### config.mk
export PLATFORM = sky130hd
export DESIGN_NAME = nor_page_prog
export DESIGN_NICKNAME = d
export VERILOG_FILES = /design/src/rtl/nor_prog_pkg.sv /design/src/rtl/nor_chunk_calc.sv /design/src/rtl/nor_status_poll.sv /design/src/rtl/nor_page_prog.sv
export SDC_FILE = /design/constraint.sdc
export NUM_CORES = 1
export LEC_CHECK = 0
export BUFFER_PORTS_ARGS = -buffer_cell sky130_fd_sc_hd__buf_4
export CORE_MARGIN = 1.5
export CORE_UTILIZATION = 64
export CTS_CLUSTER_DIAMETER = 100
export DETAILED_ROUTE_END_ITERATION = 6
export HOLD_SLACK_MARGIN = 0.02
export PLACE_DENSITY = 0.88
export SETUP_SLACK_MARGIN = 0.2
export SLEW_MARGIN = 20
export SYNTH_ARGS = -nofsm -noshare
export SYNTH_HDL_FRONTEND = slang
export SYNTH_SLANG_ARGS = --single-unit
### constraint.sdc
create_clock -name clk_i -period 17.81 [get_ports clk_i]
set_clock_uncertainty 0.2 [all_clocks]
set_input_delay 2.6715 -clock clk_i [delete_from_list [all_inputs] [get_ports clk_i]]
set_output_delay 2.6715 -clock clk_i [all_outputs]
set_load 0.01 [all_outputs]
### src/rtl/nor_prog_pkg.sv
package nor_prog_pkg;

  localparam logic [7:0] OP_PROG = 8'h02;
  localparam logic [7:0] OP_RDSR = 8'h05;
  localparam logic [7:0] OP_WREN = 8'h06;

  localparam int BUSY_BIT = 0;
  localparam int WEL_BIT  = 1;

  typedef enum logic [1:0] {
    ERR_NONE    = 2'd0,
    ERR_TIMEOUT = 2'd1,
    ERR_WEL     = 2'd2
  } err_e;

  typedef enum logic [3:0] {
    S_IDLE, S_WAIT, S_WREN, S_WEL, S_OPC, S_ADDR, S_DATA, S_FINAL, S_END
  } seq_e;

  typedef enum logic [1:0] {
    P_IDLE, P_OP, P_RD, P_DONE
  } poll_e;

endpackage

### src/rtl/nor_chunk_calc.sv
module nor_chunk_calc #(
  parameter int LEN_W       = 16,
  parameter int PG_W        = 5,
  parameter int MAX_WR_LOG2 = 6,
  localparam int CHUNK_W    = MAX_WR_LOG2 + 1,
  localparam int EL_W       = $clog2(MAX_WR_LOG2 + 1)
) (
  input  logic [CHUNK_W-1:0] off_lo_i,
  input  logic [LEN_W-1:0]   rem_i,
  input  logic [PG_W-1:0]    pg_log2_i,
  output logic [EL_W-1:0]    eff_log2_o,
  output logic [CHUNK_W-1:0] chunk_o
);

  logic [CHUNK_W-1:0] eff, mask, in_page, room;

  always_comb begin
    if (pg_log2_i > PG_W'(MAX_WR_LOG2)) eff_log2_o = EL_W'(MAX_WR_LOG2);
    else                                eff_log2_o = pg_log2_i[EL_W-1:0];
    eff     = CHUNK_W'(1) << eff_log2_o;
    mask    = eff - CHUNK_W'(1);
    in_page = off_lo_i & mask;
    room    = eff - in_page;
    if (rem_i < LEN_W'(room)) chunk_o = rem_i[CHUNK_W-1:0];
    else                      chunk_o = room;
  end

endmodule

### src/rtl/nor_status_poll.sv
module nor_status_poll
  import nor_prog_pkg::*;
#(
  parameter int POLL_LIMIT = 8,
  localparam int CNT_W     = $clog2(POLL_LIMIT + 1)
) (
  input  logic       clk_i,
  input  logic       rst_ni,
  input  logic       req_i,
  input  logic       wait_mode_i,  // 1: wait for idle, 0: single write-enable check
  input  logic       ready_i,
  input  logic [7:0] rdata_i,
  output logic       valid_o,
  output logic [7:0] data_o,
  output logic       read_o,
  output logic       last_o,
  output logic       done_o,
  output logic       fail_o
);

  poll_e            st_q;
  logic [CNT_W-1:0] cnt_q;
  logic             fail_q;
  logic             unused_rdata;

  assign unused_rdata = ^rdata_i[7:2];

  always_ff @(posedge clk_i or negedge rst_ni) begin
    if (!rst_ni) begin
      st_q   <= P_IDLE;
      cnt_q  <= '0;
      fail_q <= 1'b0;
    end else begin
      unique case (st_q)
        P_IDLE: if (req_i) begin
          st_q   <= P_OP;
          cnt_q  <= '0;
          fail_q <= 1'b0;
        end
        P_OP: if (ready_i) st_q <= P_RD;
        P_RD: if (ready_i) begin
          if (!wait_mode_i) begin
            fail_q <= !rdata_i[WEL_BIT];
            st_q   <= P_DONE;
          end else if (!rdata_i[BUSY_BIT]) begin
            st_q <= P_DONE;
          end else if (cnt_q == CNT_W'(POLL_LIMIT - 1)) begin
            fail_q <= 1'b1;
            st_q   <= P_DONE;
          end else begin
            cnt_q <= cnt_q + CNT_W'(1);
            st_q  <= P_OP;
          end
        end
        P_DONE: st_q <= P_IDLE;
        default: st_q <= P_IDLE;
      endcase
    end
  end

  assign valid_o = (st_q == P_OP) || (st_q == P_RD);
  assign data_o  = (st_q == P_OP) ? OP_RDSR : 8'h00;
  assign read_o  = (st_q == P_RD);
  assign last_o  = (st_q == P_RD);
  assign done_o  = (st_q == P_DONE);
  assign fail_o  = fail_q;

endmodule

### src/rtl/nor_page_prog.sv
module nor_page_prog
  import nor_prog_pkg::*;
#(
  parameter int LEN_W       = 16,
  parameter int PG_W        = 5,
  parameter int MAX_WR_LOG2 = 6,
  parameter int MSG_LIMIT   = 72,
  parameter int POLL_LIMIT  = 8
) (
  input  logic             clk_i,
  input  logic             rst_ni,
  input  logic             start_i,
  input  logic [31:0]      offset_i,
  input  logic [LEN_W-1:0] len_i,
  input  logic [PG_W-1:0]  page_log2_i,
  input  logic             addr4_i,
  input  logic             in_valid_i,
  input  logic [7:0]       in_data_i,
  output logic             in_ready_o,
  output logic             link_valid_o,
  output logic [7:0]       link_data_o,
  output logic             link_read_o,
  output logic             link_last_o,
  input  logic             link_ready_i,
  input  logic [7:0]       link_rdata_i,
  output logic             busy_o,
  output logic             done_o,
  output logic [1:0]       err_o
);

  localparam int CHUNK_W    = MAX_WR_LOG2 + 1;
  localparam int EL_W       = $clog2(MAX_WR_LOG2 + 1);
  localparam int PREFIX_MAX = 5;

  if (PREFIX_MAX + (1 << MAX_WR_LOG2) > MSG_LIMIT) begin : g_limit_bad
    $error("program frame would exceed MSG_LIMIT");
  end

  seq_e               state_q;
  logic [31:0]        off_q;
  logic [LEN_W-1:0]   rem_q;
  logic [PG_W-1:0]    pg_q;
  logic               a4_q;
  logic [1:0]         idx_q;
  logic [CHUNK_W-1:0] dcnt_q;
  err_e               err_q;

  logic [CHUNK_W-1:0] off_lo;
  logic [CHUNK_W-1:0] chunk_len;
  logic [EL_W-1:0]    eff_log2;
  logic [7:0]         addr_byte;
  logic               data_last;

  logic       p_req, p_mode, p_valid, p_read, p_last, p_done, p_fail;
  logic [7:0] p_data;

  assign off_lo = off_q[CHUNK_W-1:0];

  nor_chunk_calc #(
    .LEN_W(LEN_W), .PG_W(PG_W), .MAX_WR_LOG2(MAX_WR_LOG2)
  ) u_calc (
    .off_lo_i   (off_lo),
    .rem_i      (rem_q),
    .pg_log2_i  (pg_q),
    .eff_log2_o (eff_log2),
    .chunk_o    (chunk_len)
  );

  assign p_req  = (state_q == S_WAIT) || (state_q == S_WEL) || (state_q == S_FINAL);
  assign p_mode = (state_q != S_WEL);

  nor_status_poll #(.POLL_LIMIT(POLL_LIMIT)) u_poll (
    .clk_i       (clk_i),
    .rst_ni      (rst_ni),
    .req_i       (p_req),
    .wait_mode_i (p_mode),
    .ready_i     (link_ready_i),
    .rdata_i     (link_rdata_i),
    .valid_o     (p_valid),
    .data_o      (p_data),
    .read_o      (p_read),
    .last_o      (p_last),
    .done_o      (p_done),
    .fail_o      (p_fail)
  );

  always_comb begin
    unique case (idx_q)
      2'd0:    addr_byte = off_q[31:24];
      2'd1:    addr_byte = off_q[23:16];
      2'd2:    addr_byte = off_q[15:8];
      default: addr_byte = off_q[7:0];
    endcase
  end

  assign data_last = (dcnt_q == chunk_len - CHUNK_W'(1));

  always_comb begin
    link_valid_o = 1'b0;
    link_data_o  = 8'h00;
    link_read_o  = 1'b0;
    link_last_o  = 1'b0;
    in_ready_o   = 1'b0;
    unique case (state_q)
      S_WAIT, S_WEL, S_FINAL: begin
        link_valid_o = p_valid;
        link_data_o  = p_data;
        link_read_o  = p_read;
        link_last_o  = p_last;
      end
      S_WREN: begin
        link_valid_o = 1'b1;
        link_data_o  = OP_WREN;
        link_last_o  = 1'b1;
      end
      S_OPC: begin
        link_valid_o = 1'b1;
        link_data_o  = OP_PROG;
      end
      S_ADDR: begin
        link_valid_o = 1'b1;
        link_data_o  = addr_byte;
      end
      S_DATA: begin
        link_valid_o = in_valid_i;
        link_data_o  = in_data_i;
        link_last_o  = data_last;
        in_ready_o   = link_ready_i;
      end
      default: ;
    endcase
  end

  always_ff @(posedge clk_i or negedge rst_ni) begin
    if (!rst_ni) begin
      state_q <= S_IDLE;
      off_q   <= '0;
      rem_q   <= '0;
      pg_q    <= '0;
      a4_q    <= 1'b0;
      idx_q   <= '0;
      dcnt_q  <= '0;
      err_q   <= ERR_NONE;
    end else begin
      unique case (state_q)
        S_IDLE: if (start_i) begin
          off_q   <= offset_i;
          rem_q   <= len_i;
          pg_q    <= page_log2_i;
          a4_q    <= addr4_i;
          err_q   <= ERR_NONE;
          state_q <= (len_i == '0) ? S_FINAL : S_WAIT;
        end
        S_WAIT: if (p_done) begin
          if (p_fail) begin
            err_q   <= ERR_TIMEOUT;
            state_q <= S_END;
          end else begin
            state_q <= S_WREN;
          end
        end
        S_WREN: if (link_ready_i) state_q <= S_WEL;
        S_WEL: if (p_done) begin
          if (p_fail) begin
            err_q   <= ERR_WEL;
            state_q <= S_END;
          end else begin
            state_q <= S_OPC;
          end
        end
        S_OPC: if (link_ready_i) begin
          idx_q   <= a4_q ? 2'd0 : 2'd1;
          state_q <= S_ADDR;
        end
        S_ADDR: if (link_ready_i) begin
          if (idx_q == 2'd3) begin
            dcnt_q  <= '0;
            state_q <= S_DATA;
          end else begin
            idx_q <= idx_q + 2'd1;
          end
        end
        S_DATA: if (in_valid_i && link_ready_i) begin
          if (data_last) begin
            off_q   <= off_q + 32'(chunk_len);
            rem_q   <= rem_q - LEN_W'(chunk_len);
            state_q <= (rem_q == LEN_W'(chunk_len)) ? S_FINAL : S_WAIT;
          end else begin
            dcnt_q <= dcnt_q + CHUNK_W'(1);
          end
        end
        S_FINAL: if (p_done) begin
          if (p_fail) err_q <= ERR_TIMEOUT;
          state_q <= S_END;
        end
        S_END: state_q <= S_IDLE;
        default: state_q <= S_IDLE;
      endcase
    end
  end

  assign busy_o = (state_q != S_IDLE);
  assign done_o = (state_q == S_END);
  assign err_o  = err_q;

endmodule

==> results of run 1 <==
layout by cell type, fill, tap and decap left out, types with 8 or more instances in the layout:
cell type  count
buf_4         89
o21ai_1       14
nand2_1      103
nand3_1       24
a31oi_1       14
nor2_1        67
a21o_1        10
mux2i_1        8
nor3_1        32
xnor2_1       13
clkbuf_8       9
inv_1         41
or3_1         10
a21oi_1       49
ha_1          34
o32a_1         8
a222oi_1       8
o211ai_1      13
nor4_1        17
nor2b_1       12
o21ai_0       45
and3_1        10
xor2_1         8
o22ai_1        9
nand4_1        8
dfrtp_1       76
kinds of logic after synthesis:
| kind of cell | synth area share (%) |
|---|---|
| AND/OR/NAND/NOR | 25.16 |
| AO/OA/AOI/OAI | 26.21 |
| buffers and inverters | 5.688 |
| flip-flops | 29.31 |
| adder cells (fa/ha/maj) | 7.173 |
| XOR/XNOR | 3.432 |
| multiplexers | 3.027 |
sequential cells by signal, indices dropped and copies added (netlist names):
name and flops:
off_q 32, rem_q 16, dcnt_q 7, pg_q 5, state_q 4, u_poll.cnt_q 4, err_o 2, idx_q 2
u_poll.st_q 2, a4_q 1, u_poll.fail_o 1
layout make-up:
type                            instances  area (sq um)
Multi-Input combinational cell        652          4227
Fill cell                             780          2451
Sequential cell                        76          1902
Timing Repair Buffer                   90         679.4
Tap cell                              133         166.4
Inverter                               41         153.9
Clock buffer                           10         127.6
Clock inverter                          6         112.6
per-layer routing:
layer | part of all wire (%) | track usage, % | vias to the layer above
li1 | - | - | 3155
met1 | 40 | 48.10 | 3271
met2 | 48 | 59.14 | 397
met3 | 8.8 | 6.042 | 63
met4 | 3.1 | 15.48 | 0
met5 | 0 | 0 | -
power groups by stage:
| stage | Sequential (mW) | Clock, mW | Combinational [mW] |
|---|---|---|---|
| 2_1_floorplan | 0.315 | 0 | 0.967 |
| 3_3_place_gp | 0.366 | 0 | 1.16 |
| 3_5_place_dp | 0.372 | 0 | 1.22 |
| 4_1_cts | 0.369 | 0.165 | 1.24 |
| 5_1_grt | 0.387 | 0.172 | 1.38 |
| 6_report | 0.376 | 0.165 | 1.26 |
worst register-to-register path, cell delays in order (launching register included):
cell and delay, ps:
dfrtp_1 480, nor4_2 580, nand2_1 160, ha_1 320, nand2b_1 120, o221ai_1 140, a21boi_1 530, o21ai_0 190
mux2i_1 370, inv_1 90, ha_1 310, nand4b_1 120, nor4_1 430, a2111o_1 530, nor2_1 70, a21oi_1 240
inv_1 170, ha_1 320, a21o_1 120, a21oi_1 100, o21bai_1 180, a21oi_1 120, o21bai_1 140, a21oi_1 240
nor4_1 810, nand4_1 240, o41a_1 360, o22ai_1 130
worst paths after layout:
check | endpoint | cells past startpoint | slack [ps]
min in group asynchronous | off_q[24] | 1 | 2110
hold / removal | a4_q | 2 | 300
max in group asynchronous | dcnt_q[3] | 1 | 14770
setup reg to reg | off_q[31] | 27 | 9920
setup / recovery | link_last_o | 23 | 7690
hold reg to reg | a4_q | 2 | 300
==> results.py, run 1 <==
metrics = {
    "outcome": {
        "run_status": "finished, violations left",
        "failed_checks": "DRC",
    },
    "grt": {
        "global_route.overflow_total": 0,
        "wire_length_of_the_first_global_routing_pass_um": 31460,
        "initial_antenna_violation_count": 1,
        "grt_max_degree": 77,
        "vias_in_the_first_global_route": 6497,
        "grt.total_usage_pct": 36.37,
    },
    "setup_path": {
        "r2r-start": "pg_q[3]",
        "crit_path_top_delay_cell": "nor4_2",
        "timing.critical_path.cells": "nor4_2 > nand2_1 > ha_1 > nand2b_1 > o221ai_1 > a21boi_1 > o21ai_0 > mux2i_1 > inv_1 > ha_1 > nand4b_1 > nor4_1 > a2111o_1 > mux2i_1 > ha_1 > o211ai_1 > xor2_1 > o31ai_1 > nor4_4 > o211a_1 > o21ai_0 > nand2b_1 > buf_4",
        "worst_path_largest_cell_delay_ps": 580,
        "worst_path_top_cell_family_by_delay": "compound AO/OA/AOI/OAI gates",
        "required_ps": 14940,
        "crit_path_max_fanout": 13,
        "critical_path.endpoint_type": "primary output",
        "worst_setup_path_startpoint": "pg_q[3]",
        "cp-start-kind": "register",
        "path_common_cell": "ha_1",
        "critPathArrivalTime_ps": 7250,
        "worstSetupPathType": "register to primary output",
        "buffering_stage_count_on_the_worst_path_with_inverters_included": 2,
    },
    "clocking": {
        "numCtsBuffers": 9,
        "cts_resized": 0,
        "worst_setup_hold_path_clk_slew_ps": 90,
        "post_cts_buffers": 0,
        "clock_tree.buffer_depth": 2,
        "buffer_type_at_the_clock_tree_root": "clkbuf_8",
        "clkLatencyLatePin_ps": 380,
        "cts.htree.levels": 3,
        "cts_hold_repair.buffers": 0,
        "cts_tree": "done",
        "cts_num_sinks": 76,
    },
    "placement": {
        "post_dp_cell_area_sq_um": 7123,
        "gp_congestion": 0.9666,
        "numPlacedInstances": 992,
        "dpl_worst_slack_ps": 8327,
        "dp.final_hpwl_um": 14070,
        "numPortBuffers": 84,
    },
    "sta": {
        "timing_worst_slew_pin_value_ps": 1061,
        "finalSetupViolCount": 0,
        "final_hold_viol_count": 0,
        "worst_hold_slack_ps": 297.1,
        "final_min_period_over_clock_period_pct": 56.81,
        "relSlewSlack_pct": 29.29,
        "grt_setup_unrepaired": "false",
        "period_needed_ps": 10120,
        "max_slew_violation_total_from_the_final_report": 0,
        "setup_slack_ps": 7692,
        "fmax_mhz": 98.84,
        "setup_total_negative_slack_ps": 0,
    },
    "synthesis": {
        "synth.top_cells.by_area": "dfrtp_1, ha_1, nand2_1, nor2_1, a21oi_1",
        "synth_cell_type_count": 88,
        "synth_top_cell_by_area": "dfrtp_1",
        "synth_largest_type_area_fraction_pct": 29.31,
        "synth_enable_flop_cells": 0,
        "synth_sequential_area_ratio_pct": 29.31,
        "postSynthRegisterBits": 76,
        "synth_fp_nets": 928,
        "synth.most_common_cell": "nand2_1",
        "synth_common_cells": "nand2_1, dfrtp_1, nor2_1, a21oi_1, o21ai_0",
        "postSynth.topFlopCell": "dfrtp_1",
        "postSynthCellCount": 817,
        "ys.warnings.count": 0,
        "ys_async_sr_fraction_pct": 100.0,
        "syn_avg_cell_area_sq_um": 7.942,
        "netlist_area_sq_um": 6489,
    },
    "final_layout": {
        "finalNonFillerCells": 1008,
        "drive_above_1_share_pct": 15.20,
        "flow.area_growth_from_synthesis_pct": 13.56,
        "fin_nets": 981,
        "post-route-util_pct": 75.04,
        "layout.cell_area.non_filler_sq_um": 7368,
        "num_antenna_cells": 0,
    },
    "pwr": {
        "irDropWorstVdd_uv": 139.1,
        "pwr-share-clk_pct": 9.1,
        "power_density_nw_per_um2": 245.1,
        "power.total_mw": 1.806,
        "comb_power_share_pct": 70.0,
        "cell_internal_pwr_mw": 0.8508,
        "cellLeakagePower_nw": 3.216,
        "power.share.switching_pct": 52.89,
        "power_frac_seq_pct": 20.8,
        "power.net_switching_mw": 0.9552,
    },
    "routing": {
        "route.vias.total": 6886,
        "detail_route.vias_per_cell": 6.831,
        "route.detailed.wl_per_inst_um": 19.55,
        "pre_antenna_drt_iters": 7,
        "drc": 5,
        "postRouteAntennaNets": 0,
        "drt_wl_total_um": 19700,
        "dr.first_iter.drc_count": 814,
    },
    "floorplanning": {
        "io_pins": 91,
        "row_count": 36,
        "die_w_um": 103.7,
        "initial_utilization_pct": 66.08,
        "floorplan.die_area_sq_um": 10750,
        "fp.coreArea_sq_um": 9819,
        "die-height_um": 103.7,
    },
    "hold_path": {
        "hold_path_startpoint": "a4_q",
        "hold_path.class": "register to register",
    },
    "job": {
        "maxCapViolations": 0,
    },
}
Note: power is estimated with default switching activity, not from simulation.
==> inputs of run 2 (changes only) <==
--- a/config.mk
+++ b/config.mk
@@ -5,13 +5,14 @@
 export SDC_FILE = /design/constraint.sdc
 export NUM_CORES = 1
 export LEC_CHECK = 0
+export ABC_AREA = 1
 export BUFFER_PORTS_ARGS = -buffer_cell sky130_fd_sc_hd__buf_4
 export CORE_MARGIN = 1.5
-export CORE_UTILIZATION = 64
+export CORE_UTILIZATION = 54
 export CTS_CLUSTER_DIAMETER = 100
 export DETAILED_ROUTE_END_ITERATION = 6
 export HOLD_SLACK_MARGIN = 0.02
-export PLACE_DENSITY = 0.88
+export PLACE_DENSITY = 0.78
 export SETUP_SLACK_MARGIN = 0.2
 export SLEW_MARGIN = 20
 export SYNTH_ARGS = -nofsm -noshare
==> constraint.sdc (replaced) <==
create_clock -name clk_i -period 8.9 [get_ports clk_i]
set_clock_uncertainty 0.2 [all_clocks]
set_input_delay 1.335 -clock clk_i [delete_from_list [all_inputs] [get_ports clk_i]]
set_output_delay 1.335 -clock clk_i [all_outputs]
set_load 0.01 [all_outputs]
==> run 2 against run 1 <==
Power up 73%; the flow now finishes without violations; worst setup slack worse by 5800 ps; cell count up 30%; critical endpoint is now off_q[27].
==> results.py, run 2 <==
metrics = {
    "outcome": {
        "run_status": "finished clean",
    },
    "final_layout": {
        "finalNonFillerCells": 1310,
        "max_flop_register": "off_q",
        "largest_reg_flops": 32,
        "registers_with_the_most_flip_flops": "off_q: 32 flops, rem_q: 16 flops, dcnt_q: 7 flops",
        "fin_nets": 1248,
        "layout.cell_area.non_filler_sq_um": 7913,
        "num_antenna_cells": 0,
        "multi_input_comb_area_sq_um": 4330,
        "final-seq-area_sq_um": 1902,
        "drive_above_1_share_pct": 12.08,
        "flow.area_growth_from_synthesis_pct": 15.85,
        "final_cell_mix": "nand2_1, nand3_1, inv_1, buf_4, dfrtp_1",
        "layout.cells.most_common": "nand2_1",
        "fillCellCount": 1142,
        "post-route-util_pct": 65.06,
    },
    "hold_path": {
        "hold_path.class": "register to register",
    },
    "placement": {
        "numPortBuffers": 84,
        "numPlacedInstances": 1293,
        "post_dp_cell_area_sq_um": 7535,
        "gp_congestion": 0.9055,
        "dp.final_hpwl_um": 13090,
    },
    "sta": {
        "grt_setup_unrepaired": "false",
        "final_min_period_over_clock_period_pct": 78.94,
        "relSlewSlack_pct": 32.61,
        "final_hold_viol_count": 0,
        "max_slew_violation_total_from_the_final_report": 0,
        "period_needed_ps": 7026,
        "timing_worst_slew_pin_value_ps": 1007,
        "setup_total_negative_slack_ps": 0,
        "finalSetupViolCount": 0,
        "worst_hold_slack_ps": 270.9,
        "fmax_mhz": 142.3,
    },
    "setup_path": {
        "crit_path_top_delay_cell": "nor4_4",
        "critPathArrivalTime_ps": 7100,
        "required_ps": 8980,
        "setup.reg_to_reg.worst_slack_ps": 1870,
        "worstSetupPathType": "register to register",
        "worst_path_top_cell_family_by_delay": "simple AND/OR/NAND/NOR gates",
        "buffering_stage_count_on_the_worst_path_with_inverters_included": 3,
        "path_common_cell": "nand2_1",
        "critical_path.endpoint_type": "register",
        "worstSetupPathDepth": 40,
        "cp-start-kind": "register",
        "regToRegEndpoint": "off_q[27]",
        "worst_path_largest_cell_delay_ps": 590,
        "crit_path_max_fanout": 14,
        "timing.critical_path.to": "off_q[27]",
        "r2r-start": "pg_q[3]",
        "worst_setup_path_startpoint": "pg_q[3]",
        "reg2reg_depth": 40,
    },
    "pwr": {
        "power_density_nw_per_um2": 394.4,
        "irDropWorstVdd_uv": 354.7,
        "cellLeakagePower_nw": 4.174,
    },
    "routing": {
        "route.vias.total": 7121,
        "pre_antenna_drt_iters": 5,
        "detail_route.vias_per_cell": 5.436,
        "dr.first_iter.drc_count": 658,
        "route.detailed.wl_per_inst_um": 13.91,
        "drc": 0,
        "drt_wl_total_um": 18220,
        "postRouteAntennaNets": 0,
    },
    "grt": {
        "vias_in_the_first_global_route": 6535,
        "grt.total_usage_pct": 28.92,
        "wire_length_of_the_first_global_routing_pass_um": 30950,
        "global_route.overflow_total": 0,
        "grt_max_degree": 77,
        "initial_antenna_violation_count": 0,
    },
    "synthesis": {
        "synth_enable_flop_cells": 0,
        "ys_async_sr_fraction_pct": 100.0,
        "synth_top_cell_by_area": "dfrtp_1",
        "synth_largest_type_area_fraction_pct": 27.84,
        "postSynthRegisterBits": 76,
        "netlist_area_sq_um": 6830,
        "postSynthCellCount": 1072,
        "synth.top_cells.by_area": "dfrtp_1, nand2_1, nand3_1, inv_1, ha_1",
        "synth_common_cells": "nand2_1, nand3_1, inv_1, dfrtp_1, nor2_1",
        "synth_sequential_area_ratio_pct": 27.84,
        "synth_cell_type_count": 51,
        "synth_fp_nets": 1183,
        "synth.most_common_cell": "nand2_1",
        "ys.warnings.count": 0,
        "postSynth.topFlopCell": "dfrtp_1",
        "syn_avg_cell_area_sq_um": 6.372,
    },
    "clocking": {
        "numCtsBuffers": 9,
        "post_cts_buffers": 0,
        "worst_setup_hold_path_clk_slew_ps": 60,
        "cts_hold_repair.buffers": 0,
        "cts_resized": 0,
        "clkLatencyLatePin_ps": 340,
        "cts.htree.levels": 3,
        "buffer_type_at_the_clock_tree_root": "clkbuf_16",
        "cts_num_sinks": 76,
        "cts_tree": "done",
        "clock_tree.buffer_depth": 2,
    },
    "floorplanning": {
        "initial_utilization_pct": 56.16,
        "die_w_um": 115.5,
        "die-height_um": 115.5,
        "fp.coreArea_sq_um": 12160,
        "floorplan.die_area_sq_um": 13330,
        "io_pins": 91,
        "row_count": 40,
    },
    "job": {
        "maxCapViolations": 0,
    },
}
run 2: changes by cell type in the layout (fill, tap and decap cells not counted), sizes merged, moves of 14 or more:
cell / delta
inv: +76
a21oi: -18
nand3: +106
nor2: +14
nor3: -15
nand2: +296
o21ai: -16
run 2: cell type report:
class	instances	share of cell area (%)
Inverter	117	5.550
Clock inverter	6	1.407
Sequential cell	76	24.04
Multi-Input combinational cell	845	54.73
Timing Repair Buffer	88	8.602
Tap cell	168	2.657
Clock buffer	10	3.020
run 2: cell families after synthesis:
| logic type | synth area share [%] |
|---|---|
| AOI/OAI and AO/OA | 9.672 |
| adders and majority gates | 6.814 |
| muxes | 0.6594 |
| DFF | 27.84 |
| buffers and inverters | 9.031 |
| xor gates and xnor gates | 3.774 |
| and+or+nand+nor | 42.21 |
run 2: report_power, final:
part / internal (mW) / switching [mW]
Sequential: 0.492 / 0.207
Combinational: 0.731 / 1.26
Clock: 0.281 / 0.147
Total: 1.50 / 1.62
run 2: worst min-delay path, stage by stage, from the launching register on:
cell,delay (ps)
dfrtp_1,340
nand2_1,60
nand2_1,50
run 2: metal layers:
layer  GRT usage (%)  vias to the layer above  wire, um
met5               0                        -         0
met3           3.870                       25      1082
met1           40.91                     3255      8314
met2           46.71                      220      8531
li1                -                     3621         -
met4           7.984                        0       291
run 2: worst min path at each step:
stage | from | end | slack [ps] | cells past startpoint
floorplan | rem_q[0] | rem_q[0] | 240 | 2
global placement | rem_q[0] | rem_q[0] | 250 | 2
detailed placement | rem_q[0] | rem_q[0] | 260 | 2
CTS | rem_q[0] | rem_q[0] | 270 | 2
global route | rem_q[0] | rem_q[0] | 290 | 2
finish | rem_q[0] | rem_q[0] | 270 | 2
run 2: stage by stage:
stage          total power, mW  worst slack [ps]
2_1_floorplan            2.185              3355
3_3_place_gp             2.624              2143
3_5_place_dp             2.663              2036
4_1_cts                  3.105              1992
5_1_grt                  3.462              1180
6_report                 3.121              1874
==> inputs of run 3 (changes only) <==
--- a/config.mk
+++ b/config.mk
@@ -5,10 +5,10 @@
 export SDC_FILE = /design/constraint.sdc
 export NUM_CORES = 1
 export LEC_CHECK = 0
-export ABC_AREA = 1
+export ABC_AREA = 0
 export BUFFER_PORTS_ARGS = -buffer_cell sky130_fd_sc_hd__buf_4
 export CORE_MARGIN = 1.5
-export CORE_UTILIZATION = 54
+export CORE_UTILIZATION = 53
 export CTS_CLUSTER_DIAMETER = 100
 export DETAILED_ROUTE_END_ITERATION = 6
 export HOLD_SLACK_MARGIN = 0.02
==> constraint.sdc (replaced) <==
create_clock -name clk_i -period 5.6 [get_ports clk_i]
set_clock_uncertainty 0.2 [all_clocks]
set_input_delay 0.84 -clock clk_i [delete_from_list [all_inputs] [get_ports clk_i]]
set_output_delay 0.84 -clock clk_i [all_outputs]
set_load 0.01 [all_outputs]
==> run 3 against run 2 <==
The run now ends with DRC, setup timing left; non-clock buffer count grew 146; via count increased by 4.7%; final area up 16%; utilization up 12 points; critical path depth is 16 lower; highest routed layer unchanged.
==> results.py, run 3 (synthesis gave the netlist of run 1 again) <==
metrics = {
    "outcome": {
        "run_status": "finished, violations left",
        "failed_checks": "DRC, setup timing",
    },
    "grt": {
        "grt.total_usage_pct": 35.37,
        "grt_max_degree": 77,
        "global_route.overflow_total": 0,
        "initial_antenna_violation_count": 0,
        "vias_in_the_first_global_route": 7335,
        "wire_length_of_the_first_global_routing_pass_um": 36160,
    },
    "sta": {
        "period_needed_ps": 6496,
        "timing_worst_slew_pin_value_ps": 913.8,
        "finalSetupViolCount": 58,
        "final_hold_viol_count": 0,
        "max_slew_violation_total_from_the_final_report": 0,
        "fmax_mhz": 153.9,
        "final_min_period_over_clock_period_pct": 116.0,
        "setup_slack_ps": -895.9,
        "relSlewSlack_pct": 38.80,
        "grt_setup_unrepaired": "true",
    },
    "clocking": {
        "numCtsBuffers": 9,
        "worst_setup_hold_path_clk_slew_ps": 60,
        "cts.htree.levels": 3,
        "buffer_type_at_the_clock_tree_root": "clkbuf_16",
        "cts_num_sinks": 76,
        "cts_tree": "done",
        "clock_tree.buffer_depth": 2,
        "clkLatencyLatePin_ps": 350,
    },
    "routing": {
        "drt_wl_total_um": 22850,
        "dr.first_iter.drc_count": 735,
        "drc": 2,
        "route.vias.total": 7456,
        "postRouteAntennaNets": 0,
        "route.detailed.wl_per_inst_um": 19.60,
        "detail_route.vias_per_cell": 6.395,
        "pre_antenna_drt_iters": 7,
    },
    "setup_path": {
        "crit_path_top_delay_cell": "dfrtp_2",
        "cp-start-kind": "register",
        "crit_path_max_fanout": 4,
        "path_common_cell": "nor4_4",
        "timing.critical_path.cells": "nor4_4 > nand2_1 > a21boi_2 > ha_2 > or3b_4 > o211ai_1 > a31oi_2 > xnor2_1 > inv_1 > ha_4 > nand4b_1 > nor4_4 > a2111o_1 > mux2i_4 > ha_4 > nand2_2 > xor2_1 > a31oi_1 > nand3_2 > nor4_4 > o211a_1 > o21ai_1 > nand2b_1 > buf_4",
        "required_ps": 4560,
        "critPathArrivalTime_ps": 5460,
        "worst_path_largest_cell_delay_ps": 440,
        "critical_path.endpoint_type": "primary output",
        "worstSetupPathType": "register to primary output",
    },
    "floorplanning": {
        "die-height_um": 113.6,
        "floorplan.die_area_sq_um": 12920,
        "row_count": 40,
        "io_pins": 91,
        "fp.coreArea_sq_um": 11960,
        "die_w_um": 113.6,
        "initial_utilization_pct": 54.25,
    },
    "placement": {
        "numPortBuffers": 84,
        "dp.final_hpwl_um": 15480,
        "dpl_worst_slack_ps": -701.2,
        "gp_congestion": 0.9936,
    },
    "final_layout": {
        "flow.area_growth_from_synthesis_pct": 41.69,
        "post-route-util_pct": 76.86,
        "registers_with_the_most_flip_flops": "off_q: 32 flops, rem_q: 16 flops, dcnt_q: 7 flops",
        "layout.cells.most_common": "buf_4",
        "max_flop_register": "off_q",
        "final_cell_mix": "buf_4, nand2_1, dfrtp_1, nor2_1, a21oi_1",
        "largest_reg_flops": 32,
        "num_antenna_cells": 0,
        "drive_above_1_share_pct": 35.43,
        "fin_nets": 1125,
    },
    "hold_path": {
        "hold_path.class": "register to register",
    },
    "job": {
        "maxCapViolations": 0,
    },
}
==> run 3: changes by cell type in the layout (fill, tap and decap cells not counted), sizes merged, moves of 12 or more <==
cell	previous run	this run
a21oi	31	49
buf	88	234
inv	117	40
nand2	401	105
nand3	131	25
nand4	20	8
nor2	81	67
nor2b	0	12
nor3	18	33
nor4	6	19
o21ai	43	59
==> run 3: critical path, delay by kind of cell, from the launching register on <==
kind	cells	cell delay (ps)
adder cells (fa/ha/maj)	3	670
multiplexers	1	330
buffers and inverters	2	220
AND/OR/NAND/NOR	9	1830
AO/OA/AOI/OAI	7	1310
XOR/XNOR	2	300
flip-flops	1	440
==> run 3: final cells by class <==
type                       instances  area, sq um
multi-input combinational        652         4790
fill                             877         2768
sequential                        76         1904
timing repair buffer             234         1874
clock buffer                      13        260.3
tap                              147        183.9
inverter                          41        160.2
clock inverter                     3        21.27
==> run 3: worst paths after layout <==
path	slack, ps	startpoint	cells after the start	to
max	-900	pg_q[4]	24	link_last_o
min	290	a4_q	2	a4_q
max reg2reg	-840	pg_q[4]	29	rem_q[14]
min reg2reg	290	a4_q	2	a4_q
max in group asynchronous	4320	rst_ni	1	pg_q[4]
min in group asynchronous	320	rst_ni	1	off_q[31]
==> run 3: per-stage QoR <==
stage	cell area [sq um]	hold WS [ps]	setup TNS (ps)	std cells
after floorplan	6660	247.0	-6029	817
after global placement	8009	269.7	-14490	1103
after detailed placement	8009	278.3	-24600	1103
after CTS	8966	292.8	-21070	1153
after global routing	9194	338.2	-49230	1166
final	9194	292.9	-28620	1166
==> run 3: per-layer routing <==
metal / track usage (%) / wire length, um / vias to the layer above
met3: 4.782 / 1828 / 60
met4: 15.08 / 666 / 0
met5: 0 / 0 / -
li1: - / - / 3440
met2: 59.76 / 11030 / 377
met1: 45.57 / 9329 / 3579
==> run 3: timing repair <==
action | in CTS | in global routing
hold buffers | 0 | 0
setup endpoints to repair | 59 | 59
setup buffers | 33 | 13
gates cloned | 1 | 0
pin swaps | 57 | 20
gates resized for setup | 87 | 27
Power of run 3 is not shown: default switching activity piles up to over one toggle a cycle in this logic, so the estimate is an artifact.
